### config.mk
export PLATFORM = sky130hd
export DESIGN_NAME = iopte_fault_log
export DESIGN_NICKNAME = d
export VERILOG_FILES = /design/src/rtl/iopte_pkg.sv /design/src/rtl/iopte_fault_log.sv
export SDC_FILE = /design/constraint.sdc
export NUM_CORES = 1
export LEC_CHECK = 0
export BUFFER_PORTS_ARGS = -buffer_cell sky130_fd_sc_hd__buf_4
export CORE_MARGIN = 1
export CORE_UTILIZATION = 29
export DETAILED_ROUTE_END_ITERATION = 7
export HOLD_SLACK_MARGIN = 0.03
export PLACE_DENSITY = 0.57
export SLEW_MARGIN = 20
export SYNTH_ARGS = -nofsm -noshare
export SYNTH_HDL_FRONTEND = slang
export SYNTH_SLANG_ARGS = --single-unit
### constraint.sdc
create_clock -name clk -period 1.6 [get_ports clk]
set_input_delay 0.16 -clock clk [delete_from_list [all_inputs] [get_ports clk]]
set_output_delay 0.16 -clock clk [all_outputs]
set_load 0.02 [all_outputs]
### src/rtl/iopte_pkg.sv
package iopte_pkg;

    localparam int WORD_W    = 32;
    localparam int HOST_AW   = 2;
    localparam int OFF_W     = 12;
    localparam int PAGE_LSB  = 8;
    localparam int PAGE_MSB  = 26;
    localparam int PAGE_W    = PAGE_MSB - PAGE_LSB + 1;
    localparam int SIZE_W    = 3;

    // entry flag positions
    localparam int ENT_VALID = 1;
    localparam int ENT_WRITE = 2;
    localparam int ENT_CACHE = 7;

    // fault status bit positions
    localparam int FS_ERR    = 31;
    localparam int FS_LATE   = 30;
    localparam int FS_SIZE_L = 25;
    localparam int FS_PRIV   = 24;
    localparam int FS_MULTI  = 19;
    localparam int FS_READ   = 18;
    localparam int FS_AVALID = 17;

    localparam logic [WORD_W-1:0] FS_RESET  = 32'h0080_0000;
    localparam logic [WORD_W-1:0] CFG_KEEP  = 32'h0001_0007;
    localparam int CFG_BYPASS = 0;
    localparam int CFG_A30    = 16;

    typedef enum logic [HOST_AW-1:0] {
        HR_FSTAT = 2'd0,
        HR_FADDR = 2'd1,
        HR_SLOT  = 2'd2,
        HR_SPARE = 2'd3
    } host_reg_e;

    typedef struct packed {
        logic [WORD_W-1:0] ent;
        logic [WORD_W-1:0] dva;
        logic              wr;
        logic [SIZE_W-1:0] size;
        logic              priv;
    } xl_req_t;

    typedef struct packed {
        logic [WORD_W-1:0] pa;
        logic              fault;
        logic              cacheable;
    } xl_rsp_t;

    function automatic logic [WORD_W-1:0] first_fault_word(
        input logic              is_read,
        input logic [SIZE_W-1:0] size,
        input logic              priv
    );
        logic [WORD_W-1:0] w;
        w = FS_RESET;
        w[FS_ERR]    = 1'b1;
        w[FS_LATE]   = 1'b1;
        w[FS_AVALID] = 1'b1;
        w[FS_READ]   = is_read;
        w[FS_SIZE_L +: SIZE_W] = size;
        w[FS_PRIV]   = priv;
        return w;
    endfunction

endpackage

### src/rtl/iopte_fault_log.sv
module iopte_fault_log
    import iopte_pkg::*;
(
    input  logic              clk,
    input  logic              rst,
    input  logic              evt,
    input  logic [WORD_W-1:0] evt_dva,
    input  logic              evt_read,
    input  logic [SIZE_W-1:0] evt_size,
    input  logic              evt_priv,
    input  logic              clr,
    output logic [WORD_W-1:0] stat,
    output logic [WORD_W-1:0] faddr
);
    logic [WORD_W-1:0] base, stat_n, faddr_n;

    always_comb begin
        base    = clr ? FS_RESET : stat;
        stat_n  = base;
        faddr_n = faddr;
        if (evt) begin
            if (base[FS_AVALID]) begin
                stat_n[FS_MULTI] = 1'b1;
            end else begin
                stat_n  = first_fault_word(evt_read, evt_size, evt_priv);
                faddr_n = evt_dva;
            end
        end
    end

    always_ff @(posedge clk) begin
        if (rst) begin
            stat  <= FS_RESET;
            faddr <= '0;
        end else begin
            stat  <= stat_n;
            faddr <= faddr_n;
        end
    end
endmodule

==> flow_summary.yaml, run 1 <==
run_status:
  status: "complete, no violations"
timing:
  hold_viol: 0
  setup-violations-final: 0
  whs_ps: 47.16
  worstMarginPinSlew_ps: 859.1
  final-max-slew-violation-count: 0
  rsz0062_at_grt: "false"
  tns_ps: 0
  fin_crit_sh: 0.9151
  fin_crit_ps: 1464
  relSlewSlack: 0.4260
  clock_skew_ps: 3.916
  clock.fmax_mhz: 683.0
setup_path:
  crit_chain: "a21oi_4 > a31o_1"
  crit_arrival_ps: 1740
  cp_top_family: "compound AO/OA/AOI/OAI gates"
  worstSetupPathType: "reg2reg"
  path_buf_inv: 0
  end_kind: "register"
  critPathMaxStageDelay_ps: 730
  crit_path_max_fanout: 32
  start_kind: "register"
  cp.required_ps: 1870
  crit_path_top_delay_cell: "a21oi_4"
job:
  max_cap_viol_count: 0
yosys:
  synth_warnings: 0
  synth_flop_cell: "dfxtp_1"
  ys_seq_area_frac: 0.5432
  syn_area_um2: 2359
  synthTopCellsByCount: "dfxtp_1, a21oi_1, nand2b_1"
  synth.avg_cell_area_um2: 10.12
  yosysMostFrequentCell: "dfxtp_1"
  synth.area.top_cells: "dfxtp_1, a31o_1, nand2b_1"
  synthArstFlopShare: 0
  syn_nets: 274
  synth_top_area_frac: 0.5432
  syn-instance-count: 233
  synth_edf_count: 0
  ys_types: 18
  ys_ff_latch: 64
  yosys.area.top_type: "dfxtp_1"
floorplanning:
  die_h_um: 92.18
  die-area_um2: 8497
  coreArea_um2: 7807
  die_x_um: 92.18
  row_count: 32
  pin_count: 105
  initial_core_util: 0.3021
global_route:
  grt_first_pass_wirelength_um: 9929
  grtUsageMet3: 0.06385
  grt-ovfl-total: 0
  grtUsageMet1: 0.1877
  track_usage: 0.1501
  grt_util_met2: 0.2245
  busiest_layer: "met2"
  first_global_vias: 2030
  grt_max_degree: 40
  antenna_found_initial: 0
finish:
  syn2layout_area_growth_pct: 57.19
  final_area_um2: 3707
  num_antenna_cells: 0
  drive_gt1_frac: 0.3497
  fin_nets: 403
  nFillCells: 735
clock_network:
  cts_tree: "built"
  clkTransAtPathRegs_ps: 70
  cts_setup_buffers: 0
  cts.sinks: 64
  clk_path_buf_depth: 2
  cts_buffers: 9
  root_buffer: "clkbuf_8"
  htreeDepth: 3
  clkLatencyLatePin_ps: 330
power:
  vdd_drop_max_uv: 549.9
  p_per_area_nw_per_um2: 1009
  leakage_nw: 1.626
place:
  gp_congestion: 0.6834
  dpl_cell_area_um2: 3187
  io_buffers: 104
  hpwl_um: 3742
worst_hold_path:
  min_path_type: "in2reg"
routing:
  drc_errors: 0
  vias_per_cell: 4.515
  routedWlPerCell_um: 13.38
  final_antenna_net_count: 0
  dr.pass1.iters: 4
  drtIter0Drc: 43
  totalWireLength_um: 6261
  vias: 2113
through the flow:
step | std cells | setup WS (ps) | total power [mW] | util
2_1_floorplan | 233 | 376.7 | 1.972 | -
3_3_place_gp | 423 | 108.5 | 2.180 | 0.4082
3_5_place_dp | 423 | 84.95 | 2.186 | 0.4082
6_report | 468 | 135.8 | 3.741 | 0.4748
4_1_cts | 468 | 66.72 | 3.811 | 0.4748
5_1_grt | 468 | 2.264 | 3.915 | 0.4748
layer usage:
metal / up-vias / share of wire
met4: 0 / 0.015
met2: 88 / 0.44
met5: - / 0
met1: 951 / 0.46
met3: 10 / 0.091
li1: 1064 / -
cell usage in the layout (no fill, tap or decap):
master	Yosys	routed
nor3_1	1	1
mux2i_1	1	1
clkbuf_8	0	11
clkinv_2	0	1
a31o_1	32	32
clkbuf_1	8	1
and2_1	22	22
a21oi_1	40	40
buf_4	2	109
a21oi_4	0	1
dlygate4sd3_1	0	30
nand3_1	5	5
dfxtp_1	64	64
inv_2	3	3
nand2b_2	1	1
nand2_1	3	3
o211ai_1	5	5
o211a_1	1	1
nand2b_1	33	33
bufinv_16	0	2
what timing repair did:
item	CTS	global route
endpoints found under the hold margin	30	0
endpoints found under the setup margin	0	1
gates resized for setup	0	0
hold buffers	30	0
power breakdown:
part / leakage (nW) / internal, mW / switching [mW] / total (mW)
clock: 0.112 / 0.952 / 0.586 / 1.54
combinational: 0.991 / 0.260 / 0.248 / 0.508
sequential: 0.523 / 1.66 / 0.0387 / 1.70
total: 1.63 / 2.87 / 0.873 / 3.74
registers in the layout, summed over array words and instances (netlist names):
| signal | cells |
|---|---|
| stat | 32 |
| faddr | 32 |
layout make-up:
type / instances / area, um2 / share of cell area
Timing Repair Buffer: 139 / 1119 / 0.3017
Multi-Input combinational cell: 145 / 948.4 / 0.2558
Sequential cell: 64 / 1281 / 0.3456
Tap cell: 102 / 127.6 / 0.03442
Clock inverter: 3 / 65.06 / 0.01755
Inverter: 3 / 11.26 / 0.003037
Clock buffer: 12 / 155.1 / 0.04185
worst paths after layout:
check                                 from   endpoint  slack, ps  depth (start not counted)
worst max register to register    stat[17]  faddr[27]        140                          2
worst max-delay path              stat[17]  faddr[27]        140                          2
worst min-delay path            evt_dva[1]   faddr[1]         50                          2
worst min register to register    stat[23]   stat[23]        450                          1
cells by family after synthesis:
kind of cell           Yosys count  synth area share
AOI/OAI and AO/OA               79            0.2276
DFF                             64            0.5432
buffers and inverters           24           0.05782
muxes                            1          0.004244
and+or+nand+nor                 65            0.1671
worst reg2reg max path, cell delays in order, from the launching register on:
cell and delay [ps]:
dfxtp_1 420, a21oi_4 730, a31o_1 260
No activity file was read; power rests on OpenSTA's default activity.
==> run 2: changes to the inputs <==
- CELL_PAD_IN_SITES_DETAIL_PLACEMENT: default -> 0
- CELL_PAD_IN_SITES_GLOBAL_PLACEMENT: default -> 1
- PLACE_DENSITY: 0.57 -> 0.72
==> run 2 against run 1 <==
Against the previous run: sequential cell count is the same; sequential share of layout area increased by 1.2 points; total power down 2.8%; maximum frequency up 13%; highest routed layer unchanged.
==> flow_summary.yaml, run 2 (synthesized netlist as in run 1, its figures left out) <==
run_status:
  status: "complete, no violations"
place:
  io_buffers: 104
  gp_congestion: 0.6501
  dpl.cell_count: 426
  place_ws_ps: 329.1
  dpl_cell_area_um2: 3202
  hpwl_um: 4002
worst_hold_path:
  hold-path-endpoint: "faddr[15]"
  holdPathStages: 2
  min_path_type: "in2reg"
  hold_start: "evt_dva[15]"
floorplanning:
  pin_count: 105
  coreArea_um2: 7807
  initial_core_util: 0.3021
  die-area_um2: 8497
  die_h_um: 92.18
  row_count: 32
  die_x_um: 92.18
setup_path:
  crit_path_max_fanout: 10
  cp.required_ps: 1440
  r2r-start: "stat[17]"
  r2r_end: "faddr[16]"
  start_kind: "register"
  reg2reg_slack_ps: 350
  worstSetupPathType: "reg2out"
  crit_arrival_ps: 1140
  critPathMaxStageDelay_ps: 580
  crit_path_top_delay_cell: "dfxtp_1"
  worstRegToRegCells: 3
  crit_chain: "buf_4"
  cp_top_family: "flip-flops"
  end_kind: "output port"
  path_buf_inv: 1
finish:
  drive_gt1_frac: 0.3736
  layout_common_cells: "buf_4, dfxtp_1, a21oi_1"
  nFillCells: 765
  final_common_cell: "buf_4"
  num_antenna_cells: 0
  final_area_um2: 3578
  fin_cells: 458
  fin_nets: 392
  multi_input_area_um2: 940.9
  final-seq-area_um2: 1281
  top_regs: "faddr x32, stat x32"
  syn2layout_area_growth_pct: 51.72
  postLayoutCoreUtil: 0.4583
global_route:
  antenna_found_initial: 0
  grt_util_met2: 0.2189
  first_global_vias: 1968
  grtUsageMet1: 0.1773
  grt_max_degree: 27
  grt_first_pass_wirelength_um: 9639
  grtUsageMet3: 0.07711
  track_usage: 0.1459
  busiest_layer: "met2"
  grt-ovfl-total: 0
routing:
  final_antenna_net_count: 0
  totalWireLength_um: 6032
  dr.pass1.iters: 4
  routedWlPerCell_um: 13.17
  drtIter0Drc: 68
  drc_errors: 0
  vias: 2051
  vias_per_cell: 4.478
clock_network:
  cts_tree: "built"
  cts_setup_buffers: 0
  clkTransAtPathRegs_ps: 70
  cts_buffers: 9
  htreeDepth: 3
  clkLatencyLatePin_ps: 330
  clk_path_buf_depth: 2
  cts.sinks: 64
  root_buffer: "clkbuf_8"
power:
  power.share.sequential: 0.466
  combPwrFrac: 0.133
  swShare: 0.2453
  p_switching_mw: 0.8922
  clkPwrFrac: 0.402
  p_per_area_nw_per_um2: 1017
  power_mw: 3.638
  p_int_mw: 2.745
  leakage_nw: 1.576
  vdd_drop_max_uv: 566.3
timing:
  clock_skew_ps: 9.273
  relSlewSlack: 0.7190
  fin_crit_ps: 1300
  whs_ps: 42.41
  setup-violations-final: 0
  rsz0062_at_grt: "false"
  tns_ps: 0
  hold_viol: 0
  fin_crit_sh: 0.8124
  setup_slack_ps: 300.1
  final-max-slew-violation-count: 0
  worstMarginPinSlew_ps: 420.9
  clock.fmax_mhz: 769.3
job:
  max_cap_viol_count: 0
[run 2: cell count changes in the layout (fill, tap and decap cells not counted), sizes merged]
cell,delta
clkinvlp,+1
bufinv,-1
dlygate4sd3,-14
clkinv,+1
buf,+3
[run 2: power by group through the flow]
stage / Clock [mW] / Sequential [mW] / Combinational, mW
final: 1.46 / 1.69 / 0.483
after global routing: 1.59 / 1.70 / 0.524
after CTS: 1.50 / 1.69 / 0.479
after detailed placement: 0 / 1.73 / 0.459
after global placement: 0 / 1.73 / 0.457
after floorplan: 0 / 1.80 / 0.173
[run 2: how the worst max path moves through the flow]
| stage | cells past startpoint | to | start | slack, ps |
|---|---|---|---|---|
| after floorplan | 6 | faddr[18] | stat[17] | 380 |
| after global placement | 3 | faddr[11] | stat[17] | 350 |
| after detailed placement | 3 | faddr[16] | stat[17] | 330 |
| after CTS | 1 | stat[17] | stat[17] | 260 |
| after global routing | 4 | faddr[16] | stat[17] | 190 |
| final | 1 | stat[17] | stat[17] | 300 |
[run 2: metal layers]
metal  vias up  wire length, um
met5         -                0
met1       921             2706
met4         0               81
li1       1042                -
met2        78             2630
met3        10              613
[run 2: repair_timing]
| action | in CTS | in global routing |
|---|---|---|
| hold endpoints to repair | 10 | 6 |
| hold buffers | 10 | 6 |
| gates resized for setup | 0 | 0 |
[run 2: cell type report]
cell class	count	share of cell area
Timing Repair Buffer	128	0.2797
Tap cell	102	0.03566
Clock inverter	4	0.01434
Inverter	3	0.003147
Multi-Input combinational cell	145	0.2629
Clock buffer	12	0.04615
Sequential cell	64	0.3580
==> run 3: changes to the inputs <==
- PLACE_DENSITY: 0.72 -> 0.74
- clock period: 1.6 -> 1.15 ns (I/O delays scaled with it)
==> run 3 against run 2 <==
Against the previous run: total power is 33% higher; highest routed layer unchanged; sequential power increased by 39%; largest cell class unchanged; critical path depth increased by 1; first-iteration DRC count shrank 12%; clock power grew 18%; largest power group unchanged; sequential cell count is the same; non-clock buffer count is 21 higher; critical endpoint unchanged; register-to-register slack got worse by 240 ps; worst hold slack better by 18 ps; clock skew fell by 1.5 ps.
==> flow_summary.yaml, run 3 (synthesized netlist as in run 1, its figures left out) <==
routing:
  final_antenna_net_count: 0
  routedWlPerCell_um: 13.28
  drtIter0Drc: 60
  drc_errors: 0
  vias: 2166
  totalWireLength_um: 6360
  dr.pass1.iters: 4
  vias_per_cell: 4.522
setup_path:
  crit_path_top_delay_cell: "dfxtp_4"
  crit_arrival_ps: 990
  cp.required_ps: 1030
  end_kind: "output port"
  crit_chain: "buf_6 > buf_4"
  worstRegToRegCells: 4
  worstSetupPathType: "reg2out"
  crit_path_max_fanout: 7
  start_kind: "register"
  critPathMaxStageDelay_ps: 370
  crit_cells: 2
  path_buf_inv: 2
  cp_top_family: "flip-flops"
timing:
  clock_skew_ps: 7.762
  clock.fmax_mhz: 907.2
  tns_ps: 0
  fin_crit_ps: 1102
  whs_ps: 60.66
  hold_viol: 0
  final-max-slew-violation-count: 0
  worstMarginPinSlew_ps: 293.0
  fin_crit_sh: 0.9586
  setup-violations-final: 0
  relSlewSlack: 0.8047
  setup_slack_ps: 47.65
  rsz0062_at_grt: "false"
floorplanning:
  initial_core_util: 0.3021
  die_h_um: 92.18
  die_x_um: 92.18
  row_count: 32
  coreArea_um2: 7807
  die-area_um2: 8497
  pin_count: 105
place:
  gp_congestion: 0.6818
  hpwl_um: 4129
  io_buffers: 104
  dpl.cell_count: 430
  dpl_cell_area_um2: 3283
  place_ws_ps: 90.34
power:
  power.share.sequential: 0.485
  p_switching_mw: 1.288
  p_per_area_nw_per_um2: 1273
  p_int_mw: 3.556
  swShare: 0.2658
  leakage_nw: 1.672
  vdd_drop_max_uv: 833.1
  clkPwrFrac: 0.356
  power_mw: 4.844
  combPwrFrac: 0.158
global_route:
  grt_max_degree: 27
  first_global_vias: 2145
  antenna_found_initial: 0
  grt_first_pass_wirelength_um: 10380
  track_usage: 0.1552
  grt-ovfl-total: 0
clock_network:
  cts_buffers: 9
  clk_path_buf_depth: 2
  clkTransAtPathRegs_ps: 70
  cts_tree: "built"
  htreeDepth: 3
  clkLatencyLatePin_ps: 330
  root_buffer: "clkbuf_8"
  cts.sinks: 64
run_status:
  status: "complete, no violations"
finish:
  drive_gt1_frac: 0.3660
  fin_cells: 479
  num_antenna_cells: 0
  layout_common_cells: "buf_4, dfxtp_1, a21oi_1"
  final_common_cell: "buf_4"
  nFillCells: 756
  final_area_um2: 3805
  fin_nets: 413
  top_regs: "faddr x32, stat x32"
  syn2layout_area_growth_pct: 61.33
  postLayoutCoreUtil: 0.4873
worst_hold_path:
  min_path_type: "in2reg"
  holdPathStages: 3
job:
  max_cap_viol_count: 0
==> run 3: cell count changes in the layout (fill, tap and decap cells not counted), moves of 2 or more <==
cell,previous run,this run
buf_6,0,2
clkbuf_8,12,10
buf_4,112,110
buf_12,0,4
dlygate4sd3_1,16,33
==> run 3: area by class of cell <==
| class | instances | area (um2) | share of cell area |
|---|---|---|---|
| clock buffer | 10 | 137.6 | 0.03617 |
| sequential | 64 | 1285 | 0.3377 |
| timing repair buffer | 149 | 1259 | 0.3308 |
| multi-input combinational | 145 | 940.9 | 0.2473 |
| clock inverter | 6 | 43.79 | 0.01151 |
| inverter | 3 | 11.26 | 0.002960 |
| tap | 102 | 127.6 | 0.03354 |
==> run 3: path summary, 6_finish.rpt <==
check,slack (ps),startpoint,endpoint
min,60,evt_size[1],stat[26]
max reg2reg,110,stat[17],faddr[30]
min reg2reg,450,stat[23],stat[23]
max,50,stat[17],stat[17]
==> run 3: power by group through the flow <==
stage | Clock, mW | Sequential [mW] | Combinational, mW
after global placement | 0 | 2.40 | 0.671
after detailed placement | 0 | 2.40 | 0.678
after floorplan | 0 | 2.50 | 0.241
after global routing | 1.90 | 2.36 | 0.828
after CTS | 1.79 | 2.35 | 0.772
final | 1.73 | 2.35 | 0.767
==> run 3: tightest hold or removal path: cells and delay by family <==
family	cells	cell delay, ps
buffers and inverters	1	110
AOI/OAI and AO/OA	1	60
and+or+nand+nor	1	70
==> run 3: per-layer routing <==
layer | vias up | wire (um) | part of all wire | track usage
met1 | 970 | 2924 | 0.46 | 0.1951
li1 | 1090 | - | - | -
met4 | 0 | 68 | 0.011 | 0.04688
met2 | 98 | 2745 | 0.43 | 0.2407
met5 | - | 0 | 0 | 0
met3 | 8 | 622 | 0.098 | 0.06551
==> run 3: repair_timing <==
action | 4_1_cts | 5_1_grt
setup buffers | 0 | 0
resized for setup | 1 | 2
hold buffers | 33 | 0
cloned | 0 | 0
hold endpoints to repair | 33 | 0
setup endpoints to repair | 1 | 1
